### src/rtl/irq_regwin_pkg.sv
package irq_regwin_pkg;

    typedef enum logic [2:0] {
        K_ID,
        K_VER,
        K_ARB,
        K_RSVD,
        K_ENT,
        K_OOR
    } sel_kind_t;

    typedef enum logic [1:0] {
        S_IDLE,
        S_RDATA,
        S_RECONF,
        S_EOI
    } bus_state_t;

    localparam int ENT_W = 64;
    localparam int HALF_W = 32;

    localparam logic [7:0] OFF_SEL = 8'h00;
    localparam logic [7:0] OFF_SELHI = 8'h04;
    localparam logic [7:0] OFF_WIN = 8'h10;
    localparam logic [7:0] OFF_EOI = 8'h40;

    localparam logic [7:0] SEL_ENT_BASE = 8'h10;
    localparam logic [7:0] VER_CODE = 8'h20;

    localparam int B_DSTAT = 12;
    localparam int B_RIRR = 14;
    localparam int B_TRIG = 15;
    localparam int B_MASK = 16;

endpackage

### src/rtl/irq_sel_decode.sv
module irq_sel_decode
    import irq_regwin_pkg::*;
#(
    parameter int NUM_PINS = 24,
    parameter int IDX_W = 5
) (
    input  logic [7:0]       sel,
    output sel_kind_t        kind,
    output logic [IDX_W-1:0] idx,
    output logic             hi
);

    logic [7:0] off;
    logic [6:0] n;

    always_comb begin
        off = sel - SEL_ENT_BASE;
        n = off[7:1];
        hi = sel[0];
        idx = IDX_W'(n);
        if (sel == 8'h00) begin
            kind = K_ID;
        end else if (sel == 8'h01) begin
            kind = K_VER;
        end else if (sel == 8'h02) begin
            kind = K_ARB;
        end else if (sel < SEL_ENT_BASE) begin
            kind = K_RSVD;
        end else if (int'(n) < NUM_PINS) begin
            kind = K_ENT;
        end else begin
            kind = K_OOR;
        end
    end

endmodule

### src/rtl/irq_entry_table.sv
module irq_entry_table
    import irq_regwin_pkg::*;
#(
    parameter int NUM_PINS = 24,
    parameter int IDX_W = 5
) (
    input  logic                      clk,
    input  logic                      rst_n,
    input  logic                      wr_en,
    input  logic [IDX_W-1:0]          wr_idx,
    input  logic                      wr_hi,
    input  logic [HALF_W-1:0]         wr_data,
    input  logic [NUM_PINS-1:0]       dstat_in,
    input  logic [NUM_PINS-1:0]       irr_set,
    input  logic [NUM_PINS-1:0]       irr_clr,
    output logic [NUM_PINS*ENT_W-1:0] entries
);

    for (genvar p = 0; p < NUM_PINS; p++) begin : g_pin
        logic [ENT_W-1:0] ent_q;
        logic hit;
        logic rirr_d;

        assign hit = wr_en && (wr_idx == IDX_W'(p));

        always_comb begin
            if (irr_clr[p]) begin
                rirr_d = 1'b0;
            end else if (irr_set[p]) begin
                rirr_d = 1'b1;
            end else if (hit && !wr_hi && !wr_data[B_TRIG]) begin
                rirr_d = 1'b0;
            end else begin
                rirr_d = ent_q[B_RIRR];
            end
        end

        always_ff @(posedge clk or negedge rst_n) begin
            if (!rst_n) begin
                ent_q <= '0;
                ent_q[B_MASK] <= 1'b1;
            end else begin
                if (hit && wr_hi) begin
                    ent_q[63:32] <= wr_data;
                end
                if (hit && !wr_hi) begin
                    ent_q[31:15] <= wr_data[31:15];
                    ent_q[13] <= wr_data[13];
                    ent_q[11:0] <= wr_data[11:0];
                end
                ent_q[B_DSTAT] <= dstat_in[p];
                ent_q[B_RIRR] <= rirr_d;
            end
        end

        assign entries[p*ENT_W +: ENT_W] = ent_q;
    end

endmodule

### src/rtl/irq_regwin.sv
module irq_regwin
    import irq_regwin_pkg::*;
#(
    parameter int NUM_PINS = 24
) (
    input  logic                      clk,
    input  logic                      rst_n,
    input  logic                      bus_req,
    input  logic                      bus_we,
    input  logic [7:0]                bus_addr,
    input  logic [3:0]                bus_be,
    input  logic [31:0]               bus_wdata,
    output logic [31:0]               bus_rdata,
    output logic                      bus_rvalid,
    output logic                      eoi_valid,
    output logic [7:0]                eoi_vector,
    input  logic [NUM_PINS-1:0]       dstat_in,
    input  logic [NUM_PINS-1:0]       irr_set,
    input  logic [NUM_PINS-1:0]       irr_clr,
    output logic [NUM_PINS-1:0]       reconf,
    output logic [NUM_PINS*64-1:0]    entries
);

    localparam int IDX_W = (NUM_PINS > 1) ? $clog2(NUM_PINS) : 1;
    localparam logic [7:0] TOP_PIN = 8'(NUM_PINS - 1);

    bus_state_t state_q, state_d;
    logic [7:0] sel_q;
    logic [3:0] id_q;
    logic [31:0] rdata_q, rd_mux;
    logic [IDX_W-1:0] pin_q;
    logic [7:0] vec_q;

    sel_kind_t dec_kind;
    logic [IDX_W-1:0] dec_idx;
    logic dec_hi;

    logic full_be, rd_req, sel_wr, win_wr, ent_wr, eoi_wr;
    logic [31:0] id_word;

    irq_sel_decode #(.NUM_PINS(NUM_PINS), .IDX_W(IDX_W)) u_dec (
        .sel  (sel_q),
        .kind (dec_kind),
        .idx  (dec_idx),
        .hi   (dec_hi)
    );

    assign full_be = &bus_be;
    assign rd_req = bus_req && !bus_we;
    assign sel_wr = bus_req && bus_we && (bus_addr == OFF_SEL) && bus_be[0];
    assign win_wr = bus_req && bus_we && (bus_addr == OFF_WIN) && full_be;
    assign ent_wr = win_wr && (dec_kind == K_ENT);
    assign eoi_wr = bus_req && bus_we && (bus_addr == OFF_EOI) && bus_be[0];
    assign id_word = {4'h0, id_q, 24'h0};

    irq_entry_table #(.NUM_PINS(NUM_PINS), .IDX_W(IDX_W)) u_tbl (
        .clk      (clk),
        .rst_n    (rst_n),
        .wr_en    (ent_wr),
        .wr_idx   (dec_idx),
        .wr_hi    (dec_hi),
        .wr_data  (bus_wdata),
        .dstat_in (dstat_in),
        .irr_set  (irr_set),
        .irr_clr  (irr_clr),
        .entries  (entries)
    );

    // Read data selection for the current request
    always_comb begin
        rd_mux = '0;
        if (bus_addr == OFF_SEL) begin
            rd_mux = {24'h0, sel_q};
        end else if (bus_addr == OFF_WIN) begin
            unique case (dec_kind)
                K_ID, K_ARB: rd_mux = id_word;
                K_VER:       rd_mux = {8'h00, TOP_PIN, 8'h00, VER_CODE};
                K_RSVD:      rd_mux = '0;
                K_ENT:       rd_mux = entries[32*(2*int'(dec_idx) + int'(dec_hi)) +: 32];
                K_OOR:       rd_mux = '1;
                default:     rd_mux = '0;
            endcase
        end
    end

    // Next state: every state takes the same transitions
    always_comb begin
        if (rd_req) begin
            state_d = S_RDATA;
        end else if (ent_wr) begin
            state_d = S_RECONF;
        end else if (eoi_wr) begin
            state_d = S_EOI;
        end else begin
            state_d = S_IDLE;
        end
    end

    always_ff @(posedge clk or negedge rst_n) begin
        if (!rst_n) begin
            state_q <= S_IDLE;
            sel_q <= '0;
            id_q <= '0;
            rdata_q <= '0;
            pin_q <= '0;
            vec_q <= '0;
        end else begin
            state_q <= state_d;
            if (sel_wr) begin
                sel_q <= bus_wdata[7:0];
            end
            if (win_wr && (dec_kind == K_ID)) begin
                id_q <= bus_wdata[27:24];
            end
            if (rd_req) begin
                rdata_q <= rd_mux;
            end
            if (ent_wr) begin
                pin_q <= dec_idx;
            end
            if (eoi_wr) begin
                vec_q <= bus_wdata[7:0];
            end
        end
    end

    // Outputs per state
    always_comb begin
        bus_rvalid = 1'b0;
        bus_rdata = '0;
        eoi_valid = 1'b0;
        eoi_vector = '0;
        reconf = '0;
        unique case (state_q)
            S_IDLE: begin
            end
            S_RDATA: begin
                bus_rvalid = 1'b1;
                bus_rdata = rdata_q;
            end
            S_RECONF: begin
                reconf[pin_q] = 1'b1;
            end
            S_EOI: begin
                eoi_valid = 1'b1;
                eoi_vector = vec_q;
            end
            default: begin
            end
        endcase
    end

endmodule

### config.mk
export PLATFORM = sky130hd
export DESIGN_NAME = irq_regwin
export DESIGN_NICKNAME = d
export VERILOG_FILES = /design/src/rtl/irq_regwin_pkg.sv /design/src/rtl/irq_sel_decode.sv /design/src/rtl/irq_entry_table.sv /design/src/rtl/irq_regwin.sv
export SDC_FILE = /design/constraint.sdc
export NUM_CORES = 2
export LEC_CHECK = 0
export BUFFER_PORTS_ARGS = -buffer_cell sky130_fd_sc_hd__clkbuf_2
export CAP_MARGIN = 20
export CORE_AREA = 2 2 672 674
export CTS_CLUSTER_DIAMETER = 200
export DETAILED_ROUTE_END_ITERATION = 7
export DIE_AREA = 0 0 674 676
export HOLD_SLACK_MARGIN = 0.05
export SYNTH_ARGS = -nofsm -noshare
export SYNTH_HDL_FRONTEND = slang
export SYNTH_SLANG_ARGS = --single-unit
### constraint.sdc
create_clock -name clk -period 9.65 [get_ports clk]
set_input_delay 1.4475 -clock clk [delete_from_list [all_inputs] [get_ports clk]]
set_output_delay 1.4475 -clock clk [all_outputs]
set_load 0.01 [all_outputs]
* Word level (Yosys, flattened, before mapping)
Index checks and enable logic that the tools add are counted.
** Word-level totals
- Flip-flop bits (word level) :: 1595
- Bits of input ports :: 120
- Word-level logic and storage cells :: 373
** Operators by class
- $add $sub $neg :: 2
- Order comparisons :: 4
- Equal/unequal tests :: 34
- Shift-type cells :: 1
- Multiplexer cells :: 90
- Reduce and logical (&&, ||, !) cells :: 140
** Operator list (number)
- 1536-bit by 13-bit variable part select with 32-bit output :: 1
- 32-bit case mux with 4 select lines :: 1
- 1-bit logical AND :: 107
- 32-bit two-way mux :: 3
- 1-bit two-way mux :: 76
- 3-bit nonzero test :: 24
- 5-bit by 4-bit == test with 1-bit output, second input constant :: 8
- 5-bit == test, second input constant :: 8
- 24-bit two-way mux :: 1
- 5-bit by 3-bit == test with 1-bit output, second input constant :: 4
- 8-bit zero test :: 2
- 3-bit two-way mux :: 4
- 5-bit by 2-bit == test with 1-bit output, second input constant :: 2
- 8-bit by 1-bit == test with 1-bit output, second input constant :: 1
- 8-bit by 2-bit == test with 1-bit output, second input constant :: 1
- 8-bit by 5-bit == test with 1-bit output, second input constant :: 1
- 8-bit by 7-bit == test with 1-bit output, second input constant :: 1
- 8-bit by 5-bit < comparator with 1-bit output, second input constant :: 1
- 8-bit two-way mux :: 1
- 8-bit by 5-bit subtractor with 8-bit output, second input constant :: 1
- 6-bit by 1-bit adder with 7-bit output :: 1
- 7-bit by 5-bit < comparator with 1-bit output, second input constant :: 1
- 3-bit == test, second input constant :: 2
- 5-bit by 6-bit < comparator with 1-bit output, second input constant :: 1
- other kinds (13) :: 18

* Longest topological paths before layout
- Depth in word-level cells :: 15
- Gate-level depth with buffers :: 12
- Mapped depth without buffers :: 8

* Hierarchy
From an unflattened synthesis, not the netlist that was laid out.
** Second synthesis, totals
- Cell total of the unflattened synthesis :: 4716
- Area, all modules :: 73137.6 µm²
** By module, submodules not included
- irq_entry_table :: instances 1, cells each 3482, area each 57527.7 µm², seq. area each 38466.9 µm²
- irq_regwin :: instances 1, cells each 1214, area each 15474.8 µm², seq. area each 1476.4 µm²
- irq_sel_decode :: instances 1, cells each 20, area each 135.1 µm², seq. area each 0.0 µm²

* Least setup slack after synthesis
OpenSTA, ideal clock, no wires.
- Path type :: input port to flip-flop
- From :: input bus_addr[7]
- To :: register u_tbl.g_pin[13].ent_q[53]
- Arrival time :: 3.605 ns
- Data required time :: 9.525 ns
- Setup slack :: 5.920 ns
- Stages :: 8
- Path through :: or2_1 -> or4b_1 -> buf_2 -> or3_1 -> buf_2 -> nor2_2 -> buf_4 -> mux2_2
** Between the ends
- Cells in the longest elaborated chain, start to end :: 6
** Ends and longest elaborated chain
- start, declared :: RTL line irq_regwin.sv:10 : input logic [7:0] bus_addr,
- 8-bit by 5-bit == test with 1-bit output :: RTL line irq_regwin.sv:51 : assign win_wr = bus_req && bus_we && (bus_addr == OFF_WIN) && full_be;
- 1-bit logical AND (2 in series) :: RTL line irq_regwin.sv:51
- 1-bit logical AND :: RTL line irq_regwin.sv:52 : assign ent_wr = win_wr && (dec_kind == K_ENT);
- 1-bit logical AND :: RTL line irq_entry_table.sv:24 : assign hit = wr_en && (wr_idx == IDX_W'(p));
- 1-bit logical AND :: RTL line irq_entry_table.sv:43 : if (hit && wr_hi) begin
- end signal, assigned :: RTL line irq_entry_table.sv:44 : ent_q[63:32] <= wr_data;
- end signal, assigned by index :: RTL line irq_entry_table.sv:51 : ent_q[B_DSTAT] <= dstat_in[p];
- end signal, assigned by index :: RTL line irq_entry_table.sv:52 : ent_q[B_RIRR] <= rirr_d;
- end, declared :: RTL line irq_entry_table.sv:20 : logic [ENT_W-1:0] ent_q;
No other way between the ends.
A chain may end at the register's enable or synchronous reset.

* Worst setup path after layout
- From :: register sel_q[4]
- To :: register u_tbl.g_pin[21].ent_q[38]
** Between the ends
- Cells in the longest elaborated chain, start to end :: 11
- Elaborated cells between the ends (all ways) :: 16
- Those cells by class :: add/sub: 1; order compare: 2; eq/ne: 4; mux: 5; reduce/logical: 4
** Ends and longest elaborated chain
- start, declared :: RTL line irq_regwin.sv:28 : logic [7:0] sel_q;
- start signal, assigned :: RTL line irq_regwin.sv:110 : sel_q <= bus_wdata[7:0];
- 8-bit by 5-bit subtractor with 8-bit output (*) :: RTL line irq_sel_decode.sv:17 : off = sel - SEL_ENT_BASE;
- net dec_idx[3] :: RTL line irq_regwin.sv:35 : logic [IDX_W-1:0] dec_idx;
- 7-bit by 5-bit < comparator with 1-bit output :: RTL line irq_sel_decode.sv:29 : end else if (int'(n) < NUM_PINS) begin
- 1-bit two-way mux :: RTL line irq_sel_decode.sv:29
- 3-bit two-way mux :: RTL line irq_sel_decode.sv:27 : end else if (sel < SEL_ENT_BASE) begin
- 3-bit two-way mux :: RTL line irq_sel_decode.sv:25 : end else if (sel == 8'h02) begin
- 3-bit two-way mux :: RTL line irq_sel_decode.sv:23 : end else if (sel == 8'h01) begin
- 3-bit two-way mux :: RTL line irq_sel_decode.sv:21 : if (sel == 8'h00) begin
- 3-bit == test :: RTL line irq_regwin.sv:52
- 1-bit logical AND :: RTL line irq_regwin.sv:52
- 1-bit logical AND (*) :: RTL line irq_entry_table.sv:24
- 1-bit logical AND (*) :: RTL line irq_entry_table.sv:43
- end signal, assigned :: RTL line irq_entry_table.sv:44
- end signal, assigned by index :: RTL line irq_entry_table.sv:51
- end signal, assigned by index :: RTL line irq_entry_table.sv:52
- end, declared :: RTL line irq_entry_table.sv:20
The timed path passes the listed nets; every way through them passes the cells marked *.

==> impl_metrics.xml <==
<?xml version="1.0" encoding="UTF-8"?>
<metrics>
  <group name="layout">
    <metric name="nets_final" unit="">6531</metric>
    <metric name="postLayoutCoreUtil" unit="%">21.26</metric>
    <metric name="most_frequent_cells_in_the_layout" unit="">sky130_fd_sc_hd__clkbuf_2, sky130_fd_sc_hd__dfrtp_1, sky130_fd_sc_hd__mux2_2</metric>
    <metric name="layout-area-overhead-vs-synth" unit="%">32.09</metric>
    <metric name="fillCellCount" unit="">47990</metric>
    <metric name="final_common_cell" unit="">sky130_fd_sc_hd__clkbuf_2</metric>
    <metric name="final-instance-count-excl-fill" unit="">12570</metric>
    <metric name="post-route-cell-area" unit="sq mm">0.09520</metric>
    <metric name="drive_gt1_share" unit="%">63.75</metric>
  </group>
  <group name="floorplanning">
    <metric name="start_util" unit="%">16.09</metric>
    <metric name="io_pins" unit="">1722</metric>
    <metric name="fp.coreArea" unit="sq mm">0.4478</metric>
    <metric name="core.rowCount" unit="">246</metric>
    <metric name="die_width" unit="microns">674</metric>
    <metric name="die_h" unit="microns">676</metric>
    <metric name="area_of_the_die" unit="sq mm">0.4556</metric>
  </group>
  <group name="synth">
    <metric name="synth_warnings" unit="">0</metric>
    <metric name="dominantRegCellSynth" unit="">sky130_fd_sc_hd__dfrtp_1</metric>
    <metric name="synth-edff-count" unit="">0</metric>
    <metric name="synthesis.instances" unit="">4768</metric>
    <metric name="mappedNetlistNets" unit="">4890</metric>
    <metric name="ys_seq_area_share" unit="%">55.42</metric>
    <metric name="synth_area" unit="sq mm">0.07207</metric>
    <metric name="yosys_register_bits" unit="">1595</metric>
    <metric name="synth-async-reset-ratio" unit="%">100.0</metric>
    <metric name="post_synth.cell_area_avg" unit="sq um">15.12</metric>
    <metric name="post_synth_num_cell_types" unit="">56</metric>
  </group>
  <group name="power">
    <metric name="worst_ir_drop_vdd" unit="mV">0.1523</metric>
    <metric name="sw_frac_of_total" unit="%">25.09</metric>
    <metric name="p_seq_share" unit="%">44.1</metric>
    <metric name="cellLeakagePower" unit="nW">46.85</metric>
    <metric name="netSwitchingPower" unit="mW">3.832</metric>
    <metric name="share_comb_of_total_power" unit="%">3.6</metric>
    <metric name="cellPowerDensity" unit="mW/mm^2">160.4</metric>
    <metric name="total_internal_power" unit="mW">11.44</metric>
    <metric name="report.power.total" unit="mW">15.27</metric>
    <metric name="clock_power_share" unit="%">52.3</metric>
  </group>
  <group name="sta">
    <metric name="report.final.setup_viol" unit="">0</metric>
    <metric name="timing.clock.skew" unit="ns">0.06542</metric>
    <metric name="rsz_0062_raised_after_global_routing" unit="">false</metric>
    <metric name="timing_worst_slew_pin_value" unit="ns">1.198</metric>
    <metric name="timing_hold_violations_final" unit="">0</metric>
    <metric name="timing.hold.ws" unit="ns">0.4669</metric>
    <metric name="post-route-min-period" unit="ns">4.824</metric>
    <metric name="setup_tns" unit="ns">0</metric>
    <metric name="max_freq" unit="MHz">207.3</metric>
    <metric name="fin_crit_sh" unit="%">49.99</metric>
    <metric name="report.final.slew_viol_count" unit="">0</metric>
    <metric name="relSlewSlack" unit="%">19.48</metric>
    <metric name="setup_slack" unit="ns">4.826</metric>
  </group>
  <group name="grt">
    <metric name="grt_overflow_total" unit="">0</metric>
    <metric name="global_route.usage.met1" unit="%">23.66</metric>
    <metric name="grt_util_met3" unit="%">5.424</metric>
    <metric name="first_global_vias" unit="">53280</metric>
    <metric name="grt_max_degree" unit="">168</metric>
    <metric name="antenna_found_initial" unit="">73</metric>
    <metric name="grt_first_pass_wirelength" unit="microns">591900</metric>
    <metric name="most_used_layer_global_route" unit="">met2</metric>
    <metric name="grt_use_met2" unit="%">32.85</metric>
    <metric name="grt.total_usage" unit="%">19.79</metric>
  </group>
  <group name="placement">
    <metric name="detailed_place.area" unit="sq mm">0.08820</metric>
    <metric name="detailedPlacementHpwl" unit="microns">359800</metric>
    <metric name="dpl_worst_slack" unit="ns">4.121</metric>
    <metric name="final_weighted_congestion_in_routability_driven_placement" unit="">0.8710</metric>
    <metric name="port_buffers" unit="">1721</metric>
    <metric name="placedCellCount" unit="">12160</metric>
  </group>
  <group name="clock_tree">
    <metric name="cts-hold-fix-buffers" unit="">0</metric>
    <metric name="root_buffer" unit="">sky130_fd_sc_hd__clkbuf_16</metric>
    <metric name="cts_tree" unit="">yes</metric>
    <metric name="cts_num_sinks" unit="">1595</metric>
    <metric name="ctsHtreeMaxLevel" unit="">4</metric>
    <metric name="clock_insertion_delay_worst_skew" unit="ns">0.90</metric>
    <metric name="max-clock-path-buffers" unit="">4</metric>
    <metric name="postCtsResizedCells" unit="">0</metric>
    <metric name="cts.clk_slew.worst_paths" unit="ns">0.06</metric>
    <metric name="cts.repair_timing.setup_buffer_count" unit="">0</metric>
    <metric name="tritoncts_buffers" unit="">201</metric>
  </group>
  <group name="job">
    <metric name="drv.max_cap_violation_count" unit="">0</metric>
  </group>
  <group name="routing">
    <metric name="firstDrtPassIters" unit="">6</metric>
    <metric name="drc" unit="">0</metric>
    <metric name="drt-wirelength-per-cell" unit="microns">37.43</metric>
    <metric name="drt-vias-per-instance" unit="">4.363</metric>
    <metric name="vias" unit="">54830</metric>
    <metric name="drt_iter0_markers" unit="">5356</metric>
    <metric name="ant_nets" unit="">0</metric>
    <metric name="detail_route.wirelength" unit="microns">470300</metric>
  </group>
  <group name="worst_setup_path">
    <metric name="cp_data_required_time" unit="ns">10.37</metric>
    <metric name="worst_r2r_startpoint" unit="">sel_q[4]</metric>
    <metric name="critPathCaptureType" unit="">register</metric>
    <metric name="ff2ff_path_depth" unit="">11</metric>
    <metric name="cp_max_fo" unit="">34</metric>
    <metric name="cp_data_arrival_time" unit="ns">5.54</metric>
    <metric name="r2r_setup_slack" unit="ns">4.83</metric>
    <metric name="critical_path.startpoint_type" unit="">register</metric>
    <metric name="path_class" unit="">register to register</metric>
    <metric name="r2r_path_end" unit="">u_tbl.g_pin[21].ent_q[38]</metric>
  </group>
  <group name="worst_hold_path">
    <metric name="hp-class" unit="">primary input to async pin</metric>
  </group>
  <group name="outcome">
    <metric name="outcome" unit="">complete, no violations</metric>
  </group>
</metrics>
==> area by class of cell <==
cell class	count	area, sq um	share of cell area [%]
multi-input combinational	2697	30570	32.11
timing repair buffer	1912	10220	10.74
tap	5952	7447	7.823
antenna	40	100.1	0.1051
inverter	2	7.507	0.007886
clock buffer	282	5896	6.193
clock inverter	86	998.5	1.049
sequential	1595	39960	41.97
==> worst max-delay path, stage by stage, from the launching register on <==
cell and delay [ns]:
sky130_fd_sc_hd__dfrtp_1 0.32, sky130_fd_sc_hd__buf_4 0.33, sky130_fd_sc_hd__inv_1 0.14, sky130_fd_sc_hd__ha_2 0.22
sky130_fd_sc_hd__or4b_2 0.64, sky130_fd_sc_hd__nor2_1 0.16, sky130_fd_sc_hd__a21o_1 0.10, sky130_fd_sc_hd__buf_4 0.37
sky130_fd_sc_hd__nand4_1 0.49, sky130_fd_sc_hd__nor2_4 0.71, sky130_fd_sc_hd__buf_4 0.66, sky130_fd_sc_hd__mux2_2 0.41
==> power by group through the flow <==
| stage | Combinational, mW | Sequential, mW | Clock [mW] |
|---|---|---|---|
| after floorplan | 0.156 | 6.84 | 0 |
| after global placement | 0.567 | 6.85 | 0 |
| after detailed placement | 0.567 | 6.85 | 0 |
| after CTS | 0.568 | 6.73 | 8.20 |
| after global routing | 0.594 | 6.73 | 8.42 |
| final | 0.550 | 6.73 | 7.99 |
==> how the worst max path moves through the flow <==
stage | from | to | slack (ns) | cells past startpoint
finish | sel_q[4] | u_tbl.g_pin[21].ent_q[38] | 4.83 | 11
global route | sel_q[4] | u_tbl.g_pin[21].ent_q[38] | 4.68 | 11
CTS | sel_q[4] | u_tbl.g_pin[21].ent_q[38] | 4.74 | 11
detailed placement | bus_addr[7] | u_tbl.g_pin[21].ent_q[44] | 4.12 | 9
global placement | bus_addr[7] | u_tbl.g_pin[1].ent_q[1] | 4.18 | 8
floorplan | bus_addr[7] | u_tbl.g_pin[13].ent_q[53] | 5.92 | 8
==> per-layer routing <==
| metal | part of all wire [%] | vias up |
|---|---|---|
| met2 | 48 | 3233 |
| met3 | 8.6 | 746 |
| li1 | - | 21230 |
| met5 | 0.082 | - |
| met1 | 38 | 29610 |
| met4 | 5.6 | 12 |
==> Yosys cell counts, types with 4 or more instances <==
master / number / area, sq um
sky130_fd_sc_hd__and2_1: 38 / 237.7
sky130_fd_sc_hd__or4_1: 7 / 52.55
sky130_fd_sc_hd__a21oi_1: 27 / 135.1
sky130_fd_sc_hd__a22oi_1: 61 / 457.9
sky130_fd_sc_hd__a22o_1: 5 / 43.79
sky130_fd_sc_hd__buf_2: 123 / 615.6
sky130_fd_sc_hd__mux2i_1: 145 / 1451
sky130_fd_sc_hd__nand4_1: 37 / 231.5
sky130_fd_sc_hd__dfrtp_1: 1571 / 39310
sky130_fd_sc_hd__o21ai_0: 20 / 100.1
sky130_fd_sc_hd__a221oi_1: 16 / 140.1
sky130_fd_sc_hd__o2111ai_1: 16 / 140.1
sky130_fd_sc_hd__or3_1: 6 / 37.54
sky130_fd_sc_hd__nor2_1: 82 / 307.8
sky130_fd_sc_hd__dfstp_2: 24 / 630.6
sky130_fd_sc_hd__a211o_1: 4 / 35.03
sky130_fd_sc_hd__nand3_1: 13 / 65.06
sky130_fd_sc_hd__nor3_1: 37 / 185.2
sky130_fd_sc_hd__and3_1: 28 / 175.2
sky130_fd_sc_hd__nor4_1: 32 / 200.2
sky130_fd_sc_hd__mux2_2: 1511 / 17020
sky130_fd_sc_hd__buf_1: 45 / 168.9
sky130_fd_sc_hd__clkbuf_1: 299 / 1122
sky130_fd_sc_hd__a211oi_1: 8 / 60.06
sky130_fd_sc_hd__o22ai_1: 83 / 519.3
sky130_fd_sc_hd__mux2_1: 16 / 180.2
sky130_fd_sc_hd__a32oi_1: 8 / 70.07
sky130_fd_sc_hd__buf_4: 6 / 45.04
sky130_fd_sc_hd__nand2_1: 97 / 364.1
sky130_fd_sc_hd__a221o_1: 9 / 90.09
sky130_fd_sc_hd__mux4_2: 324 / 7297
sky130_fd_sc_hd__a21o_1: 4 / 30.03
sky130_fd_sc_hd__a41o_1: 7 / 70.07
sky130_fd_sc_hd__o22a_1: 13 / 113.9
sky130_fd_sc_hd__nand2b_1: 9 / 56.30
sky130_fd_sc_hd__nor2b_1: 6 / 37.54
==> sequential cells by signal, summed over array words and instances, names as in the netlist <==
register	flops
vec_q	8
sel_q	8
rdata_q	32
pin_q	5
id_q	4
state_q	2
u_tbl.g_pin.ent_q	1536
==> logic make-up after synthesis <==
group	Yosys count	synth area share (%)
flops	1595	55.42
simple gates	415	2.996
buf+inv	476	2.734
fa+ha+maj	2	0.03472
mux	1996	36.00
compound gates	284	2.814
Power figures use the tool's default switching activity.
